--- config.mk ---
export PLATFORM = sky130hd
export DESIGN_NAME = cell_guard
export DESIGN_NICKNAME = d
export VERILOG_FILES = /design/src/rtl/cell_guard.sv
export SDC_FILE = /design/constraint.sdc
export NUM_CORES = 1
export LEC_CHECK = 0
export BUFFER_PORTS_ARGS = -buffer_cell sky130_fd_sc_hd__buf_2
export CAP_MARGIN = 20
export CELL_PAD_IN_SITES_DETAIL_PLACEMENT = 1
export CELL_PAD_IN_SITES_GLOBAL_PLACEMENT = 2
export CORE_UTILIZATION = 38
export DETAILED_ROUTE_END_ITERATION = 12
export PLACE_DENSITY = 0.77
export SLEW_MARGIN = 20
export SYNTH_ARGS = -nofsm -noshare
export SYNTH_HDL_FRONTEND = slang
export SYNTH_SLANG_ARGS = --single-unit
--- constraint.sdc ---
create_clock -name clk -period 2.5 [get_ports clk]
set_clock_uncertainty 0.1 [all_clocks]
set_input_delay 0.375 -clock clk [delete_from_list [all_inputs] [get_ports clk]]
set_output_delay 0.375 -clock clk [all_outputs]
set_load 0.01 [all_outputs]
--- src/rtl/cell_guard.sv ---
module cell_guard #(
  parameter int T_OV  = 2000,
  parameter int T_OVR = 2000,
  parameter int T_SC  = 50,
  parameter int T_UV  = 1000,
  parameter int T_UVR = 1000,
  parameter int T_DOC = 200,
  parameter int T_COC = 200
) (
  input  logic clk,
  input  logic rst_n,
  input  logic cell_ge_ov,
  input  logic cell_lt_ovr,
  input  logic cell_lt_uv,
  input  logic cell_gt_uvr,
  input  logic sense_ge_oc1,
  input  logic sense_ge_oc2,
  input  logic sense_ge_coc,
  input  logic charger_on,
  input  logic load_on,
  output logic chg_en,
  output logic dchg_en,
  output logic pull_up,
  output logic pull_down,
  output logic shutdown
);

  typedef enum logic [2:0] {S_NORM, S_OVCH, S_SHRT, S_SHUT, S_WAKE, S_DOC1, S_COC} st_t;

  localparam int NQ = 7;
  localparam int Q_UV = 0, Q_OV = 1, Q_DOC = 2, Q_COC = 3, Q_OVR = 4, Q_SC = 5, Q_UVR = 6;
  localparam int LIM [NQ] = '{T_UV, T_OV, T_DOC, T_COC, T_OVR, T_SC, T_UVR};
  localparam int M1 = (T_UV > T_OV) ? T_UV : T_OV;
  localparam int M2 = (T_DOC > T_COC) ? T_DOC : T_COC;
  localparam int M3 = (T_OVR > T_SC) ? T_OVR : T_SC;
  localparam int M4 = (M1 > M2) ? M1 : M2;
  localparam int M5 = (M3 > T_UVR) ? M3 : T_UVR;
  localparam int TMAX = (M4 > M5) ? M4 : M5;
  localparam int CW = $clog2(TMAX + 1);

  st_t st, nxt;
  logic [NQ-1:0] cond, fire;
  logic moving;

  assign cond[Q_UV]  = (st == S_NORM) && cell_lt_uv;
  assign cond[Q_OV]  = (st == S_NORM) && cell_ge_ov;
  assign cond[Q_DOC] = (st == S_NORM) && sense_ge_oc1;
  assign cond[Q_COC] = (st == S_NORM) && sense_ge_coc;
  assign cond[Q_OVR] = (st == S_OVCH) && !charger_on && cell_lt_ovr;
  assign cond[Q_SC]  = (st == S_OVCH) && sense_ge_oc2;
  assign cond[Q_UVR] = (st == S_WAKE) && cell_gt_uvr;

  assign moving = (nxt != st);

  for (genvar gi = 0; gi < NQ; gi++) begin : g_q
    logic [CW-1:0] cnt;
    always_ff @(posedge clk or negedge rst_n) begin
      if (!rst_n) cnt <= '0;
      else if (!cond[gi] || moving) cnt <= '0;
      else cnt <= cnt + 1'b1;
    end
    assign fire[gi] = cond[gi] && (cnt == CW'(LIM[gi] - 1));

    a_r9_cnt_bound: assert property (@(posedge clk) disable iff (!rst_n)
      cnt <= CW'(LIM[gi] - 1));
    a_r9_cnt_restart: assert property (@(posedge clk) disable iff (!rst_n)
      !cond[gi] |=> cnt == '0);
  end

  always_comb begin
    nxt = st;
    unique case (st)
      S_NORM: begin
        if      (fire[Q_UV])  nxt = S_SHUT;
        else if (fire[Q_OV])  nxt = S_OVCH;
        else if (fire[Q_DOC]) nxt = S_DOC1;
        else if (fire[Q_COC]) nxt = S_COC;
      end
      S_OVCH: begin
        if      (fire[Q_SC])  nxt = S_SHRT;
        else if (fire[Q_OVR]) nxt = S_NORM;
      end
      S_SHRT: if (!load_on && !sense_ge_oc2) nxt = S_OVCH;
      S_SHUT: if (charger_on) nxt = S_WAKE;
      S_WAKE: if (fire[Q_UVR]) nxt = S_NORM;
      S_DOC1: if (!load_on && !sense_ge_oc1) nxt = S_NORM;
      S_COC:  if (!charger_on) nxt = S_NORM;
      default: nxt = S_NORM;
    endcase
  end

  always_ff @(posedge clk or negedge rst_n) begin
    if (!rst_n) st <= S_NORM;
    else st <= nxt;
  end

  assign chg_en    = !(st == S_OVCH || st == S_SHRT || st == S_COC);
  assign dchg_en   = !(st == S_SHRT || st == S_SHUT || st == S_WAKE || st == S_DOC1);
  assign pull_down = (st == S_SHRT) || (st == S_DOC1);
  assign pull_up   = (st == S_SHUT);
  assign shutdown  = (st == S_SHUT);

  a_r2_chg_drop_cause: assert property (@(posedge clk) disable iff (!rst_n)
    ($fell(chg_en) && $past(st) == S_NORM) |-> ($past(cell_ge_ov) || $past(sense_ge_coc)));
  a_r4_ovch_keeps_dchg: assert property (@(posedge clk) disable iff (!rst_n)
    (st == S_OVCH && !sense_ge_oc2) |=> dchg_en);
  a_r5_short_exit: assert property (@(posedge clk) disable iff (!rst_n)
    (st == S_SHRT && !load_on && !sense_ge_oc2) |=> (st == S_OVCH));
  a_r6_shut_cause: assert property (@(posedge clk) disable iff (!rst_n)
    $rose(shutdown) |-> $past(cell_lt_uv));
  a_r7_shut_hold: assert property (@(posedge clk) disable iff (!rst_n)
    (shutdown && !charger_on) |=> shutdown);
  a_r11_coc_release: assert property (@(posedge clk) disable iff (!rst_n)
    (st == S_COC && !charger_on) |=> chg_en);
  a_r10_doc_hold: assert property (@(posedge clk) disable iff (!rst_n)
    (st == S_DOC1 && load_on) |=> (pull_down && !dchg_en));

endmodule

==> flow_summary.toml <==
[job]
drv_cap = 0

[drt]
vias = 3557
ant_nets = 0
wirelength_um = 13200
drtIter0Drc = 130
dr.pass1.iters = 4
wl_per_cell_um = 21.0
drc_errors = 0
drt-vias-per-instance = 5.66

[die]
num_io_pins = 16
die_area_um2 = 12200
start_util_pct = 39.0
die_x_um = 110
rows = 39
die_h_um = 110
core_area_um2 = 11400

[synthesis]
yosysSeqAreaShare_pct = 45.0
synth_area_per_cell_um2 = 10.7
synth_edf_count = 0
yosys_warnings = 0
ys_ff_latch = 80
synth_ff_type = "dfrtp_1"
syn_nets = 434
syn_inst = 415
synthDistinctLibCells = 45
async_reset_ff_share_pct = 100
syn_area_um2 = 4450

[placed_design]
placed_cell_area_um2 = 4850
hpwl_um = 7010
pre_cts_slack_ns = -0.213
gp_congestion = 0.824
dp_cells = 582
io_buffers = 15

[hold_path]
min_to = "g_q[0].cnt[1]"
hp-start = "cell_lt_uv"
hold_path_class = "in -> reg"
min_path_cells = 3

[pwr]
leakage_nw = 2.39
finalPower_mw = 4.24
pwr_density_cell_nw_per_um2 = 698
irDropWorstVdd_v = 0.000366

[clock_network]
cts_root_buf = "clkbuf_16"
htree_levels = 3
clk_pin_slew_ns = 0.06
cts_max_path_buffers = 2
cts.sinks = 80
numCtsBuffers = 9
clkLatencyLatePin_ns = 0.34
cts_tree = "done"

[critical_path]
r2r_cells = 8
cp.arrival_ns = 2.75
ff2ff_setup_slack_ns = -0.12
timing.rr.start = "st[2]"
worstPathMaxFanout = 20
critPathKind = "reg -> reg"
startpoint_type = "flip-flop"
r2r-end = "g_q[3].cnt[10]"
cp_data_required_time_ns = 2.63
cp-end-kind = "flip-flop"

[sta]
rsz0062_at_grt = "yes"
worstMarginPinSlew_ns = 0.759
tns_ns = -4.06
layout_setup_ws_ns = -0.121
report.final.slew_viol_count = 0
maxSlewHeadroom_pct = 49.3
fmax_mhz = 382
hold_ws_ns = 0.195
fin_crit_sh_pct = 105
fin_crit_ns = 2.62
setup-violations-final = 73
hold_viol = 0

[finish]
final_cell_area_um2 = 6080
fin_cells = 629
area_growth_syn_to_layout_pct = 36.6
fillers = 1222
n_antenna_cell = 0
ff_latch_area_um2 = 2000
fin_nets = 500
final_core_util_pct = 53.3
multiInputGateArea_um2 = 2630
drive_gt1_share_pct = 33.1

[grt]
track_usage_pct = 20.3
grt_max_degree = 61
grt_antenna_before_repair = 0
grt_pass1_wl_um = 18700
grt_pass1_vias = 3578
gr-total-overflow = 0

[outcome]
status = "finished, violations left"
failed_checks = "negative setup slack"
## sequential cells by signal (all words and copies together), names as in the netlist
name / count
st: 3
g_q.cnt: 77
## critical path: stages (launching register included)
cell and delay, ns:
dfrtp_1 0.41, buf_6 0.14, or4_1 0.52, and3_1 0.20, a311o_1 0.29, o21ba_4 0.25, nand2b_4 0.13, buf_8 0.21
nor4_2 0.26
## synth_stat cells (all sizes together), types with 3 or more instances
master	n	area, um^2
dfrtp	80	2000
nor4	49	557
xnor2	34	298
nand3	33	165
nor3	33	170
xor2	30	263
nand2	26	97.6
nor2	19	71.3
and3	15	93.8
buf	15	116
inv	9	33.8
nand4	9	56.3
ha	8	100
clkbuf	7	26.3
nor4b	6	65.1
nor2b	4	25.0
or4b	4	40.0
and2	3	18.8
nand4b	3	26.3
nor3b	3	22.5
o21ai	3	15.0
or4	3	22.5
## worst max-delay path by stage
stage	start	to	slack (ns)	depth (start not counted)
after floorplan	g_q[5].cnt[1]	g_q[1].cnt[10]	0.11	9
after global placement	st[2]	g_q[1].cnt[10]	-0.04	9
after detailed placement	st[2]	g_q[3].cnt[4]	-0.21	9
after CTS	st[2]	g_q[4].cnt[3]	0.003	8
after global routing	st[2]	g_q[4].cnt[6]	-0.19	8
final	st[2]	g_q[3].cnt[10]	-0.12	8
## cells by family (layout without fill, tap and decap cells)
| kind of cell | count (synthesis) | in the layout | synth area share [%] |
|---|---|---|---|
| and+or+nand+nor | 218 | 218 | 33.7 |
| DFF | 80 | 80 | 45.0 |
| xor gates and xnor gates | 64 | 64 | 12.6 |
| buffers and inverters | 31 | 102 | 3.96 |
| AOI/OAI and AO/OA | 12 | 12 | 2.05 |
| adders and majority gates | 8 | 8 | 2.25 |
| muxes | 2 | 2 | 0.478 |
## where the power goes
part | internal, mW | switching (mW) | leakage (nW)
Clock | 0.928 | 0.537 | 0.165
Sequential | 1.35 | 0.0570 | 1.11
Combinational | 0.658 | 0.708 | 1.11
## layout make-up
class	instances	area share, %
Clock buffer	11	4.16
Multi-Input combinational cell	304	43.2
Tap cell	143	2.94
Sequential cell	80	32.9
Clock inverter	5	1.30
Timing Repair Buffer	77	14.9
Inverter	9	0.556
## routing by layer
layer  global-route usage, %  routed length [um]  vias to the layer above
met2                    32.6                6800                       47
met3                    3.23                 340                       15
met4                    7.89                 210                        0
met1                    27.4                5890                     1858
met5                       0                   0                        -
li1                        -                   -                     1637
## cells in the final DEF, fill, tap and decap left out, types with 4 or more instances in the layout
cell / Yosys / layout
nor2_1: 19 / 18
ha_1: 8 / 7
buf_16: 0 / 4
xor2_1: 30 / 30
nor4b_1: 4 / 4
xnor2_1: 34 / 34
nand3_1: 33 / 33
and3_1: 15 / 15
buf_12: 0 / 5
buf_8: 0 / 4
inv_1: 8 / 8
nor2b_1: 4 / 4
buf_6: 5 / 4
nand2_1: 26 / 25
clkbuf_16: 0 / 19
buf_2: 6 / 14
nor3_1: 32 / 30
buf_4: 4 / 35
nand4_1: 9 / 9
dfrtp_1: 80 / 80
nor4_2: 40 / 22
nor4_4: 0 / 24
## repair_timing
item / in CTS / in global routing
endpoints found under the setup margin: 74 / 75
buffers inserted: 9 / 5
endpoints found under the hold margin: 20 / 0
gates cloned: 2 / 14
pin swaps: 2 / 8
hold buffers: 1 / 0
resized for setup: 25 / 44
(Power assumes the default switching activity.)
